--- src/rtl/i2c_tg_pkg.sv ---
package i2c_tg_pkg;
  localparam int TG_MAX_BYTES = 8;
  localparam int TG_LEN_W     = $clog2(TG_MAX_BYTES);
  localparam int TG_BUF_W     = TG_MAX_BYTES * 8;

  // control word field positions (software-visible)
  localparam int CTL_WR       = 0;
  localparam int CTL_RD       = 1;
  localparam int CTL_ADDR_LSB = 2;
  localparam int CTL_TEN      = 12;
  localparam int CTL_TXL_LSB  = 13;
  localparam int CTL_RXL_LSB  = 16;
  localparam int CTL_EN       = 19;

  typedef enum logic [1:0] {
    OP_START = 2'd0,
    OP_WRITE = 2'd1,
    OP_READ  = 2'd2,
    OP_STOP  = 2'd3
  } tg_op_e;

  typedef enum logic [2:0] {
    S_IDLE, S_START, S_ADDR1, S_ADDR2, S_RSTART, S_ADDR1R, S_DATA, S_STOP
  } tg_state_e;

  typedef struct packed {
    logic                rd;
    logic                ten;
    logic [9:0]          addr;
    logic [TG_LEN_W-1:0] last;
  } tg_job_t;
endpackage

--- src/rtl/i2c_tg_regs.sv ---
module i2c_tg_regs
  import i2c_tg_pkg::*;
#(
  parameter int AW = 8,
  parameter logic [AW-1:0] OFS_TX_LO = 'hC0,
  parameter logic [AW-1:0] OFS_TX_HI = 'hC4,
  parameter logic [AW-1:0] OFS_RX_LO = 'hC8,
  parameter logic [AW-1:0] OFS_RX_HI = 'hCC,
  parameter logic [AW-1:0] OFS_CTRL  = 'hD0,
  parameter logic [AW-1:0] OFS_STAT  = 'hD4,
  parameter logic [AW-1:0] OFS_CAUSE = 'hD8,
  parameter logic [AW-1:0] OFS_MASK  = 'hDC
) (
  input  logic                clk_i,
  input  logic                rst_ni,
  input  logic                wr_i,
  input  logic [AW-1:0]       addr_i,
  input  logic [31:0]         wdata_i,
  output logic [31:0]         rdata_o,
  input  logic                busy_i,
  input  logic                end_i,
  input  logic                fail_i,
  input  logic [TG_BUF_W-1:0] rx_i,
  output logic                launch_o,
  output logic                cancel_o,
  output tg_job_t             job_o,
  output logic [TG_BUF_W-1:0] tx_o,
  output logic                irq_o
);
  logic [31:0] tx_lo_q, tx_hi_q, ctrl_q;
  logic        cause_q, mask_q, err_q;
  logic        sel_ctl;

  assign sel_ctl  = wr_i && (addr_i == OFS_CTRL);
  assign launch_o = sel_ctl && !busy_i && wdata_i[CTL_EN] &&
                    (wdata_i[CTL_WR] ^ wdata_i[CTL_RD]);
  assign cancel_o = sel_ctl && busy_i && !wdata_i[CTL_EN];

  always_ff @(posedge clk_i or negedge rst_ni) begin
    if (!rst_ni) begin
      tx_lo_q <= '0;
      tx_hi_q <= '0;
      ctrl_q  <= '0;
      cause_q <= 1'b0;
      mask_q  <= 1'b0;
      err_q   <= 1'b0;
    end else begin
      if (wr_i && !busy_i && addr_i == OFS_TX_LO) tx_lo_q <= wdata_i;
      if (wr_i && !busy_i && addr_i == OFS_TX_HI) tx_hi_q <= wdata_i;
      // while busy only a disabling write lands
      if (sel_ctl && (!busy_i || !wdata_i[CTL_EN])) ctrl_q <= wdata_i;
      if (wr_i && addr_i == OFS_MASK) mask_q <= wdata_i[0];
      if (end_i)                                 cause_q <= 1'b1;
      else if (wr_i && addr_i == OFS_CAUSE)      cause_q <= wdata_i[0];
      if (fail_i)        err_q <= 1'b1;
      else if (launch_o) err_q <= 1'b0;
    end
  end

  always_comb begin
    job_o.rd   = ctrl_q[CTL_RD];
    job_o.ten  = ctrl_q[CTL_TEN];
    job_o.addr = ctrl_q[CTL_ADDR_LSB +: 10];
    job_o.last = ctrl_q[CTL_RD] ? ctrl_q[CTL_RXL_LSB +: TG_LEN_W]
                                : ctrl_q[CTL_TXL_LSB +: TG_LEN_W];
  end

  assign tx_o  = {tx_hi_q, tx_lo_q};
  assign irq_o = cause_q & mask_q;

  always_comb begin
    unique case (addr_i)
      OFS_TX_LO: rdata_o = tx_lo_q;
      OFS_TX_HI: rdata_o = tx_hi_q;
      OFS_RX_LO: rdata_o = rx_i[31:0];
      OFS_RX_HI: rdata_o = rx_i[63:32];
      OFS_CTRL:  rdata_o = ctrl_q;
      OFS_STAT:  rdata_o = {31'd0, err_q};
      OFS_CAUSE: rdata_o = {31'd0, cause_q};
      OFS_MASK:  rdata_o = {31'd0, mask_q};
      default:   rdata_o = '0;
    endcase
  end
endmodule

--- src/rtl/i2c_tg_rxbuf.sv ---
module i2c_tg_rxbuf
  import i2c_tg_pkg::*;
(
  input  logic                clk_i,
  input  logic                rst_ni,
  input  logic                clear_i,
  input  logic                we_i,
  input  logic [TG_LEN_W-1:0] idx_i,
  input  logic [7:0]          byte_i,
  output logic [TG_BUF_W-1:0] data_o
);
  for (genvar k = 0; k < TG_MAX_BYTES; k++) begin : g_lane
    logic [7:0] lane_q;
    always_ff @(posedge clk_i or negedge rst_ni) begin
      if (!rst_ni)                                    lane_q <= '0;
      else if (clear_i)                               lane_q <= '0;
      else if (we_i && idx_i == TG_LEN_W'(k))         lane_q <= byte_i;
    end
    assign data_o[8*k +: 8] = lane_q;
  end
endmodule

--- src/rtl/i2c_tg_seq.sv ---
module i2c_tg_seq
  import i2c_tg_pkg::*;
(
  input  logic                clk_i,
  input  logic                rst_ni,
  input  logic                launch_i,
  input  logic                cancel_i,
  input  tg_job_t             job_i,
  input  logic [TG_BUF_W-1:0] tx_i,
  input  logic                eng_done_i,
  input  logic                eng_ack_i,
  input  logic                eng_arb_lost_i,
  input  logic [7:0]          eng_rdata_i,
  output logic                cmd_valid_o,
  output tg_op_e              cmd_op_o,
  output logic [7:0]          cmd_data_o,
  output logic                cmd_nack_o,
  output logic                busy_o,
  output logic                end_o,
  output logic                fail_o,
  output logic                rx_we_o,
  output logic [TG_LEN_W-1:0] rx_idx_o,
  output logic [7:0]          rx_byte_o
);
  tg_state_e           state_q, state_d;
  logic [TG_LEN_W-1:0] idx_q, idx_d;
  logic                last_byte;
  logic [7:0]          hdr_w, hdr_r;

  assign last_byte = (idx_q == job_i.last);
  assign hdr_w     = {5'b11110, job_i.addr[9:8], 1'b0};
  assign hdr_r     = {5'b11110, job_i.addr[9:8], 1'b1};

  always_comb begin
    cmd_valid_o = (state_q != S_IDLE);
    cmd_op_o    = OP_WRITE;
    cmd_data_o  = '0;
    cmd_nack_o  = 1'b0;
    unique case (state_q)
      S_IDLE, S_START, S_RSTART: cmd_op_o = OP_START;
      S_ADDR1:  cmd_data_o = job_i.ten ? hdr_w : {job_i.addr[6:0], job_i.rd};
      S_ADDR2:  cmd_data_o = job_i.addr[7:0];
      S_ADDR1R: cmd_data_o = hdr_r;
      S_DATA: begin
        if (job_i.rd) begin
          cmd_op_o   = OP_READ;
          cmd_nack_o = last_byte;
        end else begin
          cmd_data_o = tx_i[8*idx_q +: 8];
        end
      end
      S_STOP:   cmd_op_o = OP_STOP;
      default:  cmd_op_o = OP_START;
    endcase
  end

  always_comb begin
    state_d = state_q;
    idx_d   = idx_q;
    end_o   = 1'b0;
    fail_o  = 1'b0;
    rx_we_o = 1'b0;
    if (cancel_i) begin
      state_d = S_IDLE;
      idx_d   = '0;
    end else if (launch_i) begin
      state_d = S_START;
      idx_d   = '0;
    end else if (eng_done_i && state_q != S_IDLE) begin
      if (eng_arb_lost_i) begin
        // bus no longer ours: no STOP
        state_d = S_IDLE;
        end_o   = 1'b1;
        fail_o  = 1'b1;
      end else begin
        unique case (state_q)
          S_START:  state_d = S_ADDR1;
          S_ADDR1: begin
            if (!eng_ack_i)     begin state_d = S_STOP; fail_o = 1'b1; end
            else if (job_i.ten) state_d = S_ADDR2;
            else                state_d = S_DATA;
          end
          S_ADDR2: begin
            if (!eng_ack_i)    begin state_d = S_STOP; fail_o = 1'b1; end
            else if (job_i.rd) state_d = S_RSTART;
            else               state_d = S_DATA;
          end
          S_RSTART: state_d = S_ADDR1R;
          S_ADDR1R: begin
            if (!eng_ack_i) begin state_d = S_STOP; fail_o = 1'b1; end
            else            state_d = S_DATA;
          end
          S_DATA: begin
            if (job_i.rd) begin
              rx_we_o = 1'b1;
              if (last_byte) state_d = S_STOP;
              else           idx_d   = idx_q + 1'b1;
            end else if (!eng_ack_i) begin
              state_d = S_STOP;
              fail_o  = 1'b1;
            end else if (last_byte) begin
              state_d = S_STOP;
            end else begin
              idx_d = idx_q + 1'b1;
            end
          end
          S_STOP: begin
            state_d = S_IDLE;
            end_o   = 1'b1;
          end
          default: state_d = S_IDLE;
        endcase
      end
    end
  end

  always_ff @(posedge clk_i or negedge rst_ni) begin
    if (!rst_ni) begin
      state_q <= S_IDLE;
      idx_q   <= '0;
    end else begin
      state_q <= state_d;
      idx_q   <= idx_d;
    end
  end

  assign busy_o    = (state_q != S_IDLE);
  assign rx_idx_o  = idx_q;
  assign rx_byte_o = eng_rdata_i;
endmodule

--- src/rtl/i2c_offload_gen.sv ---
module i2c_offload_gen
  import i2c_tg_pkg::*;
#(
  parameter int AW = 8,
  parameter logic [AW-1:0] OFS_TX_LO = 'hC0,
  parameter logic [AW-1:0] OFS_TX_HI = 'hC4,
  parameter logic [AW-1:0] OFS_RX_LO = 'hC8,
  parameter logic [AW-1:0] OFS_RX_HI = 'hCC,
  parameter logic [AW-1:0] OFS_CTRL  = 'hD0,
  parameter logic [AW-1:0] OFS_STAT  = 'hD4,
  parameter logic [AW-1:0] OFS_CAUSE = 'hD8,
  parameter logic [AW-1:0] OFS_MASK  = 'hDC
) (
  input  logic          clk_i,
  input  logic          rst_ni,
  input  logic          reg_wr_i,
  input  logic [AW-1:0] reg_addr_i,
  input  logic [31:0]   reg_wdata_i,
  output logic [31:0]   reg_rdata_o,
  output logic          irq_o,
  output logic          cmd_valid_o,
  output logic [1:0]    cmd_op_o,
  output logic [7:0]    cmd_data_o,
  output logic          cmd_nack_o,
  input  logic          eng_done_i,
  input  logic          eng_ack_i,
  input  logic          eng_arb_lost_i,
  input  logic [7:0]    eng_rdata_i
);
  logic                busy, seq_end, seq_fail, launch, cancel;
  logic                rx_we;
  logic [TG_LEN_W-1:0] rx_idx;
  logic [7:0]          rx_byte;
  logic [TG_BUF_W-1:0] tx_buf, rx_buf;
  tg_job_t             job;
  tg_op_e              seq_op;

  i2c_tg_regs #(
    .AW(AW), .OFS_TX_LO(OFS_TX_LO), .OFS_TX_HI(OFS_TX_HI),
    .OFS_RX_LO(OFS_RX_LO), .OFS_RX_HI(OFS_RX_HI), .OFS_CTRL(OFS_CTRL),
    .OFS_STAT(OFS_STAT), .OFS_CAUSE(OFS_CAUSE), .OFS_MASK(OFS_MASK)
  ) u_regs (
    .clk_i, .rst_ni,
    .wr_i(reg_wr_i), .addr_i(reg_addr_i), .wdata_i(reg_wdata_i),
    .rdata_o(reg_rdata_o),
    .busy_i(busy), .end_i(seq_end), .fail_i(seq_fail), .rx_i(rx_buf),
    .launch_o(launch), .cancel_o(cancel), .job_o(job), .tx_o(tx_buf),
    .irq_o(irq_o)
  );

  i2c_tg_seq u_seq (
    .clk_i, .rst_ni,
    .launch_i(launch), .cancel_i(cancel), .job_i(job), .tx_i(tx_buf),
    .eng_done_i, .eng_ack_i, .eng_arb_lost_i, .eng_rdata_i,
    .cmd_valid_o, .cmd_op_o(seq_op), .cmd_data_o, .cmd_nack_o,
    .busy_o(busy), .end_o(seq_end), .fail_o(seq_fail),
    .rx_we_o(rx_we), .rx_idx_o(rx_idx), .rx_byte_o(rx_byte)
  );

  i2c_tg_rxbuf u_rxbuf (
    .clk_i, .rst_ni,
    .clear_i(launch), .we_i(rx_we), .idx_i(rx_idx), .byte_i(rx_byte),
    .data_o(rx_buf)
  );

  assign cmd_op_o = seq_op;
endmodule

--- config.mk ---
export PLATFORM = sky130hd
export DESIGN_NAME = i2c_offload_gen
export DESIGN_NICKNAME = d
export VERILOG_FILES = /design/src/rtl/i2c_tg_pkg.sv /design/src/rtl/i2c_tg_regs.sv /design/src/rtl/i2c_tg_rxbuf.sv /design/src/rtl/i2c_tg_seq.sv /design/src/rtl/i2c_offload_gen.sv
export SDC_FILE = /design/constraint.sdc
export NUM_CORES = 1
export LEC_CHECK = 0
export ABC_AREA = 0
export BUFFER_PORTS_ARGS = -buffer_cell sky130_fd_sc_hd__buf_2
export CAP_MARGIN = 25
export CORE_MARGIN = 10
export CORE_UTILIZATION = 54
export DETAILED_ROUTE_END_ITERATION = 6
export GPL_TIMING_DRIVEN = 1
export PLACE_DENSITY = 0.77
export SYNTH_ARGS = -nofsm -noshare
export SYNTH_HDL_FRONTEND = slang
export SYNTH_SLANG_ARGS = --single-unit
--- constraint.sdc ---
create_clock -name clk_i -period 2.2 [get_ports clk_i]
set_clock_uncertainty 0.15 [all_clocks]
set_input_delay 0 -clock clk_i [delete_from_list [all_inputs] [get_ports clk_i]]
set_output_delay 0 -clock clk_i [all_outputs]
set_load 0.02 [all_outputs]
Word-level counts from Yosys, hierarchy flattened
Cells that the tools add are included.
Storage, ports and cells
  input bits: 54
  bits in read-only memories: 0
  latch bits: 0
  RAM bits: 0
  register bits after elaboration: 169
  word-level logic and storage cells: 155
  memories kept: 0
  output and inout port bits: 45
Cells by class
  div/mod/pow operators: 0
  magnitude comparators: 0
  shifts and indexed selects: 1
  add/subtract/negate cells: 1
  $mul: 0
  mux-type cells: 68
  eq/ne operators: 24
  bitwise gates (word level): 2
  reduce and logical (&&, ||, !) cells: 43
Operators by type and width (count)
  32-bit one-hot mux with 8 select lines: 1
  8-bit 2-to-1 mux: 18
  8-bit == test, second input constant: 8
  64-bit by 7-bit indexed part select with 8-bit output: 1
  3-bit 2-to-1 mux: 19
  8-bit one-hot mux with 4 select lines: 1
  3-bit == test, second input constant: 8
  1-bit 2-to-1 mux: 24
  1-bit logical AND: 21
  2-bit nonzero test: 10
  3-bit one-hot mux with 6 select lines: 1
  3-bit by 2-bit == test with 1-bit output, second input constant: 4
  3-bit nonzero test: 3
  3-bit by 1-bit == test with 1-bit output, second input constant: 2
  3-bit logical NOT: 2
  2-bit one-hot mux with 3 select lines: 1
  3-bit OR reduction: 2
  2-bit 2-to-1 mux: 2
  4-bit AND reduction: 1
  4-bit nonzero test: 1
  3-bit by 1-bit adder with 3-bit output, second input constant: 1
  3-bit == test: 1
  3-bit by 1-bit inequality test with 1-bit output, second input constant: 1
  1-bit logical NOT: 2
  4 further kinds: 4

Logic depth before layout (Yosys ltp)
Gate-level depths: netlist (run 1).
  depth in word-level cells: 10
  depth in mapped cells: 9
  depth with buffers taken out: 6

Modules after synthesis
Synthesis (run 1) repeated with hierarchy kept, for this count alone.
Second synthesis, totals
  cells, all modules: 816
  area total of the unflattened synthesis: 9545.4 um^2
Modules (own cells, without submodules)
  i2c_tg_regs: cells an instance 429, area an instance 5343.9 um^2, instances 1
  i2c_tg_rxbuf: cells an instance 236, area an instance 2939.1 um^2, instances 1
  i2c_tg_seq: cells an instance 151, area an instance 1262.5 um^2, instances 1

Least setup slack after synthesis (run 1)
OpenSTA, ideal clock, no wires.
  path type: register -> register
  start point: register u_seq.state_q[0]
  end point: register u_rxbuf.g_lane[2].lane_q[6]
  setup slack: -0.021 ns
  buffers on the path: 1
  stages on the path, launching flop included: 8
  setup time: 0.132 ns
  period minus slack after synthesis: 2.221 ns
  arrival: 1.939 ns
  required time: 1.918 ns
  cells stage by stage: dfrtp_1 > nor3_4 > inv_2 > a21oi_4 > o2111a_1 > buf_6 > mux2i_1 > nor2_1
On the way
  longest elaborated chain between the ends: 9
  elaborated cells between the ends (all ways): 17
  those cells by class: 1 x eq/ne; 6 x mux; 10 x reduce/logical
RTL lines
  from (decl): line i2c_tg_seq.sv:25  | tg_state_e state_q, state_d;
  from (signal assigned): line i2c_tg_seq.sv:122  | state_q <= state_d;
  3-bit nonzero test *
  via cmd_valid_o: line i2c_offload_gen.sv:21  | output logic cmd_valid_o,
  1-bit logical NOT: line i2c_tg_regs.sv:35  | assign launch_o = sel_ctl && !busy_i && wdata_i[CTL_EN] &&
  1-bit logical AND (3 in a row): line i2c_tg_regs.sv:35
  1-bit 2-to-1 mux: line i2c_tg_seq.sv:66  | end else if (launch_i) begin
  1-bit 2-to-1 mux: line i2c_tg_seq.sv:63  | if (cancel_i) begin
  1-bit logical AND: line i2c_tg_rxbuf.sv:17  | else if (we_i && idx_i == TG_LEN_W'(k)) lane_q <= byte_i;
  2-bit nonzero test (no source line)
  to (signal assigned): line i2c_tg_rxbuf.sv:17
  to (decl): line i2c_tg_rxbuf.sv:13  | logic [7:0] lane_q;
The timed path passes the listed nets; every way through them passes the cells marked *.
A chain may end at the register's enable or synchronous reset.

Worst setup path after layout (run 1)
  start point: register u_seq.idx_q[0] (netlist: u_seq.rx_idx_o[0])
  end point: output port cmd_data_o[2]
On the way
  longest elaborated chain between the ends: 3
RTL lines
  from (decl): line i2c_tg_seq.sv:26  | logic [TG_LEN_W-1:0] idx_q, idx_d;
  from (signal assigned): line i2c_tg_seq.sv:123  | idx_q <= idx_d;
  64-bit by 7-bit indexed part select with 8-bit output: line i2c_tg_seq.sv:49  | cmd_data_o = tx_i[8*idx_q +: 8];
  8-bit 2-to-1 mux: line i2c_tg_seq.sv:45  | if (job_i.rd) begin
  8-bit one-hot mux with 4 select lines: line i2c_tg_seq.sv:39  | unique case (state_q)
  to (decl): line i2c_offload_gen.sv:23  | output logic [7:0] cmd_data_o,
Every way passes these cells.

==> implementation parameters, run 1 <==
Parameter                              Value

Final layout
  Synth-to-layout area growth    29.34%
  Antenna Diode Count    0
  Final net count    984
  Summed area of non-filler cells in the final layout    approximately 12000 um2
  Fraction of layout instances using a drive strength above 1    around two fifths

Power
  Flop pwr share    39.0%
  Clock share of power    approximately 33%
  Switch share    30.91%
  Power Dens Cells    742.2 nW/um2
  Internal power of the cells    ~6000 uW
  Static Leak    0.006044 uW
  Peak supply drop    ~600 uV
  Reported net switching power    between 2000 and 3000 uW
  Part of the total power dissipated in combinational logic    around 28%

Synth
  Post-synthesis sequential area ratio    46.15%
  YS warnings    0
  Synthesized netlist cell count    754
  Synthesis-stage register bit count    around 170
  Syn Area/Cell    between 10 and 15 um2
  Cell Area, Synth    between 9000 and 10000 um2
  Synth Net Count    814
  Post-synth cell types    47

Routing
  Total via count in the routed design    between 7000 and 8000
  WL final    29.02 mm
  Vias per std cell    6.461
  DR WL/cell    25.10 um
  Antenna Violating Nets Remaining    0
  Number of optimization iterations in the first detailed-route pass    5
  Final routed DRC violation total    0
  Initial drt markers    approximately 800

Worst setup path
  Internal reg-to-reg setup slack    ~0.010 ns
  Required @ worst endpoint    approximately 2.1 ns
  Maximum fanout along the worst path    6
  Worst r2r src    u_seq.state_q[0]
  Type of element capturing the critical path    primary output
  Worst Path Class, Setup    flip-flop to primary output
  Cells on worst reg2reg path    6
  Arrival time at the worst endpoint    approximately 2.2 ns
  Critical Path Start Type    flip-flop
  Endpoint of the worst-slack reg-to-reg timing path    u_rxbuf.g_lane[0].lane_q[1]

Global route
  Vias in the first global route    ~7500
  Initial antenna violation count    0
  Wire length of the first global-routing pass    43.04 mm
  Overall global routing resource usage    roughly 25%
  Maximum number of pins on one net before global-route repair    roughly 70
  Remaining global-route overflow    0

Timing
  Setup violation total in the final timing report    8
  Final Hold Violating Endpoints    1
  Final worst-path cycle share    108.2%
  Transition at the pin with the smallest max-transition slack    0.5468 ns
  RSZ-0062 raised after global routing    yes
  Final count of pins violating max slew    0
  Aggregate negative setup slack    -0.8989 ns
  Minimum hold slack    -0.01438 ns
  Achievable clock frequency    around 420 MHz
  Max_slew headroom    between 60% and 70%
  Time the final worst path needs with I/O delays and setup    2.380 ns
  Least setup slack across all paths after layout    -0.1797 ns

Clocking
  Level count of the clock H-tree    4
  Clock latency reported for the late side of the worst-skew pair    ~0.43 ns
  CTS tree    built
  Number of buffers on the longest clock path    2
  Clk root buf    sky130_fd_sc_hd__clkbuf_16
  CTS sink cnt    ~170
  Number of buffers added by the clock tree synthesis step    17
  Clk slew on worst S/H paths    about 0.070 ns

Placement
  Count of buffers from port buffering    98
  Placed inst area    10160 um2
  DP HPWL    18.87 mm
  Final weighted congestion of routability-driven global placement    0.8966

Worst hold path
  Class of the most critical hold timing path    input pin to flip-flop
  Hold Path Stages    6
  Worst min-delay path startpoint    reg_addr_i[2]
  Hold path endpoint    u_regs.ctrl_q[19]

Die
  Die outline width    150.3 um
  Die span in y    between 150 and 200 um
  Area of the core    about 17000 um2
  Full die area    22580 um2
  IO Pins    a little under 100
  Initial Util    between 50% and 60%
  Number of placement rows    47

Run status
  Status    complete, but fails checks
  Violations in the final reports    negative hold slack, negative setup slack

Run
  MaxCap Viol Count    0
[per-stage QoR]
stage | cells | total power [uW] | setup WS (ns) | util, %
2_1_floorplan | 754 | 4580 | 0.003631 | -
3_3_place_gp | 1051 | 5176 | 0.03702 | 61.28
3_5_place_dp | 1051 | 5238 | -0.03540 | 61.28
4_1_cts | 1142 | 8528 | -0.1511 | 69.25
5_1_grt | 1156 | 9112 | -0.2472 | 71.47
6_report | 1156 | 8797 | -0.1797 | 71.47
[logic make-up (layout without fill, tap and decap cells)]
group / Yosys count / count (layout) / synth area share [%]
and+or+nand+nor: 132 / 132 / 6.827
AOI/OAI and AO/OA: 115 / 115 / 10.77
adders and majority gates: 6 / 6 / 0.8192
buffers and inverters: 70 / 252 / 3.250
muxes: 257 / 257 / 31.70
DFF: 169 / 169 / 46.15
xor gates and xnor gates: 5 / 5 / 0.4779
[Yosys cell counts (all sizes together)]
cell | count | share of area [%]
dfrtp | 169 | 46
mux2i | 144 | 16
mux2 | 96 | 12
nor2 | 79 | 3.2
clkbuf | 35 | 1.4
o22ai | 34 | 2.3
a22o | 32 | 3.1
buf | 26 | 1.4
mux4 | 17 | 4.2
nand2 | 14 | 0.57
a21oi | 13 | 0.83
o21ai | 12 | 0.66
inv | 9 | 0.37
nor3 | 9 | 0.79
o2111ai | 7 | 2.0
o221ai | 7 | 0.67
ha | 6 | 0.82
and2 | 5 | 0.34
or3 | 5 | 0.34
xnor2 | 4 | 0.38
nand2b | 3 | 0.20
nand3 | 3 | 0.16
nor2b | 3 | 0.20
nor4 | 3 | 0.20
a31oi | 2 | 0.14
nor3b | 2 | 0.16
o211ai | 2 | 0.31
or2 | 2 | 0.14
a22oi | 1 | 0.082
a2bb2oi | 1 | 0.096
a32o | 1 | 0.11
and3 | 1 | 0.068
and4b | 1 | 0.11
nand3b | 1 | 0.22
nand4 | 1 | 0.068
o2111a | 1 | 0.12
o311ai | 1 | 0.29
o31ai | 1 | 0.082
xor2 | 1 | 0.096
[how the worst max path moves through the flow]
stage                      startpoint                     endpoint  slack [ns]  cells after the start
floorplan            u_seq.state_q[0]  u_rxbuf.g_lane[2].lane_q[6]       0.004                      7
global placement     u_seq.state_q[0]  u_rxbuf.g_lane[7].lane_q[1]        0.04                      7
detailed placement   u_seq.state_q[0]  u_rxbuf.g_lane[7].lane_q[3]       -0.04                      7
CTS                 u_seq.rx_idx_o[0]                cmd_data_o[1]       -0.15                      6
global route        u_seq.rx_idx_o[0]                cmd_data_o[2]       -0.25                      6
finish              u_seq.rx_idx_o[0]                cmd_data_o[2]       -0.18                      6
[power groups by stage]
| stage | clock network (uW) | logic, uW | registers [uW] |
|---|---|---|---|
| after floorplan | 0 | 1200 | 3380 |
| after global placement | 0 | 1730 | 3440 |
| final | 2930 | 2440 | 3430 |
| after CTS | 2950 | 2180 | 3400 |
| after global routing | 3090 | 2590 | 3440 |
| after detailed placement | 0 | 1790 | 3450 |
[layout make-up]
type	instances	area (um2)
Fill cell	1078	4731
Tap cell	220	275.3
Multi-Input combinational cell	515	4877
Clock buffer	19	442.9
Inverter	9	33.78
Clock inverter	12	127.6
Timing Repair Buffer	212	1861
Sequential cell	169	4235
[critical path, cell delays in order (launching register included)]
cell,delay [ns]
sky130_fd_sc_hd__dfrtp_2,0.43
sky130_fd_sc_hd__buf_12,0.15
sky130_fd_sc_hd__buf_12,0.11
sky130_fd_sc_hd__mux4_2,0.49
sky130_fd_sc_hd__mux2i_1,0.24
sky130_fd_sc_hd__o221ai_1,0.16
sky130_fd_sc_hd__buf_4,0.20
[flip-flops by register name (all words and copies together), names as in the netlist]
register,count
u_seq.rx_idx_o,3
u_regs.err_q,1
u_regs.mask_q,1
u_seq.state_q,3
u_regs.cause_q,1
u_regs.tx_lo_q,32
u_regs.tx_hi_q,32
u_regs.ctrl_q,32
u_rxbuf.g_lane.lane_q,64
[metal layers]
metal	vias to the layer above	GRT usage, %	part of all wire [%]
met2	432	39.66	48
li1	3139	-	-
met5	-	0	0
met1	3828	31.31	40
met4	0	10.64	3.9
met3	70	6.363	8.9
[repair_timing]
item | 4_1_cts | 5_1_grt
hold buffers | 50 | 0
cloned | 1 | 2
endpoints found under the hold margin | 335 | 0
pin swaps | 6 | 13
setup endpoints to repair | 35 | 70
setup buffers | 9 | 13
gates resized for setup | 23 | 39
[placed cells by master (no fill, tap or decap), drive strengths merged, types with 4 or more instances in the layout]
master | synthesis | final
ha | 6 | 6
o21ai | 12 | 12
nor2 | 79 | 79
o221ai | 7 | 7
o22ai | 34 | 34
or3 | 5 | 5
dlygate4sd3 | 0 | 49
clkinv | 0 | 9
a21oi | 13 | 13
mux4 | 17 | 17
clkbuf | 35 | 20
a22o | 32 | 32
buf | 26 | 161
and2 | 5 | 5
dfrtp | 169 | 169
nand2 | 14 | 14
inv | 9 | 9
o2111ai | 7 | 7
mux2 | 96 | 96
xnor2 | 4 | 4
mux2i | 144 | 144
nor3 | 9 | 9
(Power assumes the default switching activity.)
==> run 2, diff against run 1 <==
--- a/config.mk
+++ b/config.mk
@@ -8,6 +8,7 @@
 export ABC_AREA = 0
 export BUFFER_PORTS_ARGS = -buffer_cell sky130_fd_sc_hd__buf_2
 export CAP_MARGIN = 25
+export CORE_ASPECT_RATIO = 1.2
 export CORE_MARGIN = 10
 export CORE_UTILIZATION = 54
 export DETAILED_ROUTE_END_ITERATION = 6
==> run 2 against run 1 <==
Against the previous run: the flow still finishes with violations (negative hold slack, negative setup slack); hold slack better by 0.0038 ns; flip-flop and latch count unchanged; via count shrank 3.1%; count of clock-buffer cells in the layout down 2; total power fell by 3.5%; maximum frequency increased by 0.90%; cell count is 0.78% lower; first-iteration DRC count fell by 11%; sequential power barely moved; critical path type unchanged.
==> implementation parameters, run 2 (synthesis gave the netlist of run 1 again) <==
Parameter                              Value

Placement
  Final weighted congestion of routability-driven global placement    0.8885 (-0.90%)
  DP HPWL    18.65 mm (-1.1%)
  Count of buffers from port buffering    98 (unchanged)
  Placed inst area    10130 um2 (-0.30%)

Die
  IO Pins    99 (unchanged)
  Die span in y    162.7 um (+8.3%)
  Initial Util    54.59% (-0.67 points)
  Area of the core    16790 um2 (+1.2%)
  Full die area    22600 um2 (about the same)
  Number of placement rows    52 (+11%)
  Die outline width    138.9 um (-7.6%)

Clocking
  CTS tree    built
  CTS sink cnt    169 (unchanged)
  Number of buffers added by the clock tree synthesis step    17 (unchanged)
  Number of buffers on the longest clock path    2 (unchanged)
  Clk root buf    sky130_fd_sc_hd__clkbuf_16
  Clock latency reported for the late side of the worst-skew pair    0.43 ns (about the same)
  Clk slew on worst S/H paths    0.07 ns (about the same)
  Level count of the clock H-tree    4 (unchanged)

Timing
  Setup violation total in the final timing report    8 (unchanged)
  Final worst-path cycle share    107.2% (-0.96 points)
  Least setup slack across all paths after layout    -0.1584 ns (+0.02121 ns)
  Final count of pins violating max slew    0 (unchanged)
  Max_slew headroom    53.20% (-10 points)
  Transition at the pin with the smallest max-transition slack    0.7020 ns (+0.1552 ns)
  Minimum hold slack    -0.01062 ns (+0.003758 ns)
  Final Hold Violating Endpoints    3 (+2)
  Achievable clock frequency    424.0 MHz (+0.90%)
  RSZ-0062 raised after global routing    yes
  Time the final worst path needs with I/O delays and setup    2.358 ns (-0.02121 ns)

Power
  Static Leak    0.005919 uW (-2.1%)
  Power Dens Cells    734.5 nW/um2 (-1.0%)
  Peak supply drop    615.1 uV (+1.7%)

Final layout
  Register area    4235 um2 (unchanged)
  Synth-to-layout area growth    26.08%
  Most frequent cells in the layout    164 x sky130_fd_sc_hd__dfrtp_1, 134 x sky130_fd_sc_hd__mux2i_1, 96 x sky130_fd_sc_hd__mux2_2
  Antenna Diode Count    0 (unchanged)
  Fill cell instance count of the final layout    1141 (+5.8%)
  Summed area of non-filler cells in the final layout    11550 um2 (-2.5%)
  Area occupied by multi-input gates    4797 um2 (-1.6%)
  Flip-flop count of the largest register, all copies and words added    64 (unchanged)
  Register with the highest flop count    u_rxbuf.g_lane.lane_q
  Commonest non-fill, non-tap cell in the layout    sky130_fd_sc_hd__dfrtp_1
  Fraction of layout instances using a drive strength above 1    37.38% (-0.76 points)
  Final net count    978 (-0.61%)

Routing
  Antenna Violating Nets Remaining    0 (unchanged)
  WL final    27.77 mm (-4.3%)
  Number of optimization iterations in the first detailed-route pass    5 (unchanged)
  Total via count in the routed design    7234 (-3.1%)
  DR WL/cell    24.21 um (-3.5%)
  Final routed DRC violation total    0 (unchanged)
  Vias per std cell    6.307 (-2.4%)
  Initial drt markers    717 (-11%)

Run
  MaxCap Viol Count    0 (unchanged)

Worst setup path
  Maximum fanout along the worst path    5 (-1)
  Required @ worst endpoint    2.05 ns (about the same)
  Arrival time at the worst endpoint    2.21 ns (-0.02 ns)
  Worst Path Class, Setup    flip-flop to primary output
  Critical Path Start Type    flip-flop
  Worst r2r src    u_seq.state_q[2]
  Type of element capturing the critical path    primary output
  Source of the critical timing path    u_seq.rx_idx_o[0]

Global route
  Wire length of the first global-routing pass    43.05 mm (about the same)
  Remaining global-route overflow    0 (unchanged)
  Initial antenna violation count    1 (+1)
  Vias in the first global route    7579 (+0.64%)
  Maximum number of pins on one net before global-route repair    70 (+2.9%)
  Overall global routing resource usage    24.03% (-0.78 points)

Worst hold path
  Class of the most critical hold timing path    input pin to asynchronous set/reset pin

Run status
  Violations in the final reports    negative hold slack, negative setup slack
  Status    complete, but fails checks
==> run 2: cell types whose count changed in the layout (fill, tap and decap cells not counted), moves of 3 or more <==
cell | previous run | this run
sky130_fd_sc_hd__buf_12 | 22 | 12
sky130_fd_sc_hd__buf_2 | 88 | 91
sky130_fd_sc_hd__clkinv_2 | 5 | 1
sky130_fd_sc_hd__inv_6 | 0 | 6
==> run 2: path summary, 6_finish.rpt <==
check | endpoint | slack [ns] | cells after the start
worst max-delay path | cmd_data_o[1] | -0.16 | 5
worst min-delay path | u_rxbuf.g_lane[5].lane_q[3] | -0.01 | 2
worst max register to register | u_rxbuf.g_lane[1].lane_q[6] | 0.03 | 9
worst min register to register | u_regs.ctrl_q[19] | 0.36 | 2
max in group asynchronous | u_regs.ctrl_q[24] | 1.13 | 3
min in group clk_i | u_regs.ctrl_q[7] | 0.05 | 5
==> run 2: power breakdown <==
| part | leakage (uW) | internal [uW] | switching (uW) |
|---|---|---|---|
| Combinational | 0.00332 | 983 | 1210 |
| Clock | 0.000274 | 1490 | 1370 |
| Sequential | 0.00233 | 3240 | 196 |
==> run 2: cell type report <==
type                       instances  share of cell area (%)
clock buffer                      17                   3.682
clock inverter                    15                   1.180
inverter                           9                  0.2924
multi-input combinational        515                   41.52
sequential                       169                   36.66
tap                              216                   2.339
timing repair buffer             206                   14.33
==> run 2: what timing repair did <==
item,in CTS,in global routing
gates cloned,0,1
gates resized for setup,12,34
pin swaps,2,11
endpoints found under the hold margin,314,0
setup buffers,6,9
hold buffers,48,0
setup endpoints to repair,33,76
==> run 2: stage by stage <==
step | worst slack [ns] | utilization (%) | instances | power [uW] | setup TNS, ns
floorplan | 0.003631 | - | 754 | 4580 | 0
global placement | 0.01743 | 60.36 | 1051 | 5171 | 0
detailed placement | -0.04902 | 60.36 | 1051 | 5240 | -0.5166
CTS | -0.1009 | 67.35 | 1137 | 8272 | -0.5038
global route | -0.1532 | 68.83 | 1147 | 8786 | -0.9938
finish | -0.1584 | 68.83 | 1147 | 8486 | -0.6116
==> run 2: layer usage <==
layer	vias to the layer above	share of wire (%)	GRT usage [%]
met1	3665	39	29.90
met4	2	3.3	11.11
met3	63	8.1	5.018
met5	-	0.047	0
met2	377	50	39.46
li1	3127	-	-
==> run 2: critical path: stages, from the launching register on <==
cell and delay, ns:
sky130_fd_sc_hd__dfrtp_2 0.47, sky130_fd_sc_hd__clkbuf_16 0.19, sky130_fd_sc_hd__mux4_2 0.51, sky130_fd_sc_hd__mux2i_2 0.21
sky130_fd_sc_hd__o221ai_1 0.18, sky130_fd_sc_hd__buf_2 0.21
==> run 3, diff against run 2 <==
--- a/config.mk
+++ b/config.mk
@@ -8,12 +8,13 @@
 export ABC_AREA = 0
 export BUFFER_PORTS_ARGS = -buffer_cell sky130_fd_sc_hd__buf_2
 export CAP_MARGIN = 25
-export CORE_ASPECT_RATIO = 1.2
+export CORE_ASPECT_RATIO = 2
 export CORE_MARGIN = 10
 export CORE_UTILIZATION = 54
 export DETAILED_ROUTE_END_ITERATION = 6
 export GPL_TIMING_DRIVEN = 1
 export PLACE_DENSITY = 0.77
+export RECOVER_POWER = 100
 export SYNTH_ARGS = -nofsm -noshare
 export SYNTH_HDL_FRONTEND = slang
 export SYNTH_SLANG_ARGS = --single-unit
==> run 3 against run 2 <==
Against the previous run: clock power about the same; the run ends with negative setup slack left; die area increased by 1.3%; routed wire length decreased by 0.28%; count of clock-buffer cells in the layout unchanged; largest cell class unchanged; utilization decreased by 2.1 points; hold slack improved by 0.024 ns; maximum frequency increased by 3.1%; design area decreased by 3.7%; setup slack improved by 0.070 ns; flip-flop and latch count unchanged.
==> implementation parameters, run 3 (synthesis gave the netlist of run 1 again) <==
Parameter                              Value

Power
  Power Dens Cells    745.0 nW/um2 (+1.4%)
  Peak supply drop    514.1 uV (-16%)
  Final Total Pwr    8292 uW (-2.3%)
  Static Leak    0.005645 uW (-4.6%)

Placement
  Count of buffers from port buffering    98 (unchanged)
  DP HPWL    19.14 mm (+2.6%)
  Final weighted congestion of routability-driven global placement    0.8321 (-6.3%)

Routing
  Antenna Violating Nets Remaining    0 (unchanged)
  Initial drt markers    623 (-13%)
  Final routed DRC violation total    0 (unchanged)
  Number of optimization iterations in the first detailed-route pass    5 (unchanged)
  DR WL/cell    24.73 um (+2.1%)
  WL final    27.70 mm (-0.28%)
  Vias per std cell    6.316 (+0.15%)
  Total via count in the routed design    7074 (-2.2%)

Final layout
  Commonest non-fill, non-tap cell in the layout    sky130_fd_sc_hd__dfrtp_1
  Fraction of layout instances using a drive strength above 1    31.25% (-6.1 points)
  Flip-flop count of the largest register, all copies and words added    64 (unchanged)
  Register with the highest flop count    u_rxbuf.g_lane.lane_q
  Most frequent cells in the layout    164 x sky130_fd_sc_hd__dfrtp_1, 137 x sky130_fd_sc_hd__mux2i_1, 93 x sky130_fd_sc_hd__mux2_2
  Synth-to-layout area growth    21.46%
  Final net count    959 (-1.9%)
  Utilization after layout    66.72% (-2.1 points)

Worst setup path
  Slowest cell delay on critical path    0.54 ns (+0.03 ns)
  Type of element capturing the critical path    primary output
  Worst Path Class, Setup    flip-flop to primary output
  Slowest cell on the critical path    sky130_fd_sc_hd__mux4_2
  Arrival time at the worst endpoint    2.14 ns (-0.07 ns)
  Maximum fanout along the worst path    8 (+3)
  Cell chain of the critical path    clkbuf_16, mux4_2, mux2i_4, o221ai_2, buf_4
  Internal reg-to-reg setup slack    0.02 ns (about the same)
  Required @ worst endpoint    2.05 ns (about the same)
  Critical Path Start Type    flip-flop

Clocking
  CTS sink cnt    169 (unchanged)
  Clock latency reported for the late side of the worst-skew pair    0.43 ns (about the same)
  CTS tree    built
  Level count of the clock H-tree    4 (unchanged)
  Number of buffers on the longest clock path    2 (unchanged)
  Clk slew on worst S/H paths    0.07 ns (about the same)
  Clk root buf    sky130_fd_sc_hd__clkbuf_16
  Number of buffers added by the clock tree synthesis step    17 (unchanged)

Timing
  Minimum hold slack    0.01385 ns (+0.02447 ns)
  Transition at the pin with the smallest max-transition slack    0.8405 ns (+0.1385 ns)
  Achievable clock frequency    437.0 MHz (+3.1%)
  Setup violation total in the final timing report    7 (-1)
  Least setup slack across all paths after layout    -0.08822 ns (+0.07022 ns)
  Final worst-path cycle share    104.0% (-3.2 points)
  Max_slew headroom    43.97% (-9.2 points)
  Final count of pins violating max slew    0 (unchanged)
  Final Hold Violating Endpoints    0 (-3)
  Time the final worst path needs with I/O delays and setup    2.288 ns (-0.07022 ns)
  RSZ-0062 raised after global routing    yes

Global route
  Remaining global-route overflow    0 (unchanged)
  Maximum number of pins on one net before global-route repair    68 (-2.9%)
  Overall global routing resource usage    23.73% (-0.31 points)
  Vias in the first global route    7490 (-1.2%)
  Wire length of the first global-routing pass    42.91 mm (-0.32%)
  Initial antenna violation count    1 (unchanged)

Die
  IO Pins    99 (unchanged)
  Die span in y    204.2 um (+26%)
  Area of the core    16680 um2 (-0.62%)
  Number of placement rows    67 (+29%)
  Die outline width    112.1 um (-19%)
  Initial Util    54.93% (+0.34 points)
  Full die area    22900 um2 (+1.3%)

Worst hold path
  Class of the most critical hold timing path    input pin to flip-flop

Run
  MaxCap Viol Count    0 (unchanged)

Run status
  Violations in the final reports    negative setup slack
  Status    complete, but fails checks
## run 3: changes by cell type in the layout (fill, tap and decap cells not counted), sizes merged
cell,delta
buf,-64
clkbuf,+45
diode,+1
clkinv,-3
inv,-1
clkinvlp,+4
## run 3: worst paths after layout
path	start	to	depth (start not counted)
max	u_seq.rx_idx_o[0]	cmd_data_o[2]	5
min	reg_addr_i[2]	u_regs.tx_lo_q[0]	4
max reg2reg	u_seq.state_q[0]	u_regs.tx_lo_q[3]	5
min reg2reg	u_regs.ctrl_q[31]	u_regs.ctrl_q[31]	1
max in group asynchronous	rst_ni	u_regs.tx_hi_q[21]	4
min in group asynchronous	rst_ni	u_rxbuf.g_lane[0].lane_q[0]	3
## run 3: timing repair
| action | 4_1_cts | 5_1_grt |
|---|---|---|
| hold buffers | 48 | 0 |
| buffers inserted | 2 | 2 |
| pin swaps | 5 | 3 |
| hold endpoints to repair | 335 | 0 |
| cloned | 1 | 0 |
| gates resized for setup | 21 | 11 |
| setup endpoints to repair | 9 | 73 |
## run 3: final cells by class
| cell class | count | area, um2 |
|---|---|---|
| Clock buffer | 17 | 425.4 |
| Inverter | 9 | 33.78 |
| Clock inverter | 15 | 137.6 |
| Antenna cell | 1 | 2.502 |
| Tap cell | 207 | 259.0 |
| Multi-Input combinational cell | 515 | 4683 |
| Timing Repair Buffer | 187 | 1354 |
| Fill cell | 1196 | 5552 |
| Sequential cell | 169 | 4235 |
## run 3: routing by layer
metal / share of wire (%) / track usage [%] / vias to the layer above
li1: - / - / 3089
met1: 37 / 26.33 / 3621
met2: 53 / 41.54 / 287
met3: 4.9 / 4.380 / 77
met4: 4.4 / 13.16 / 0
met5: 0 / 0 / -
## run 3: metrics by stage
stage | instance area, um2 | setup TNS (ns) | instances | setup WS, ns
2_1_floorplan | 9166 | 0 | 754 | 0.003631
3_3_place_gp | 10120 | 0 | 1034 | 0.09791
3_5_place_dp | 10120 | 0 | 1034 | 0.04868
4_1_cts | 11290 | -0.5759 | 1117 | -0.1001
5_1_grt | 11130 | -1.534 | 1120 | -0.1274
6_report | 11130 | -0.2688 | 1120 | -0.08822
## run 3: power breakdown
part | switching, uW | internal (uW) | leakage (uW) | total, uW
Combinational | 1150 | 863 | 0.00306 | 2010
Clock | 1370 | 1490 | 0.000260 | 2860
Sequential | 188 | 3240 | 0.00233 | 3430
Total | 2710 | 5590 | 0.00564 | 8290
## run 3: worst max-delay path: cells and delay by family, from the launching register on
kind / cells / cell delay (ns)
DFF: 1 / 0.44
buffers and inverters: 2 / 0.39
AOI/OAI and AO/OA: 1 / 0.12
muxes: 2 / 0.75
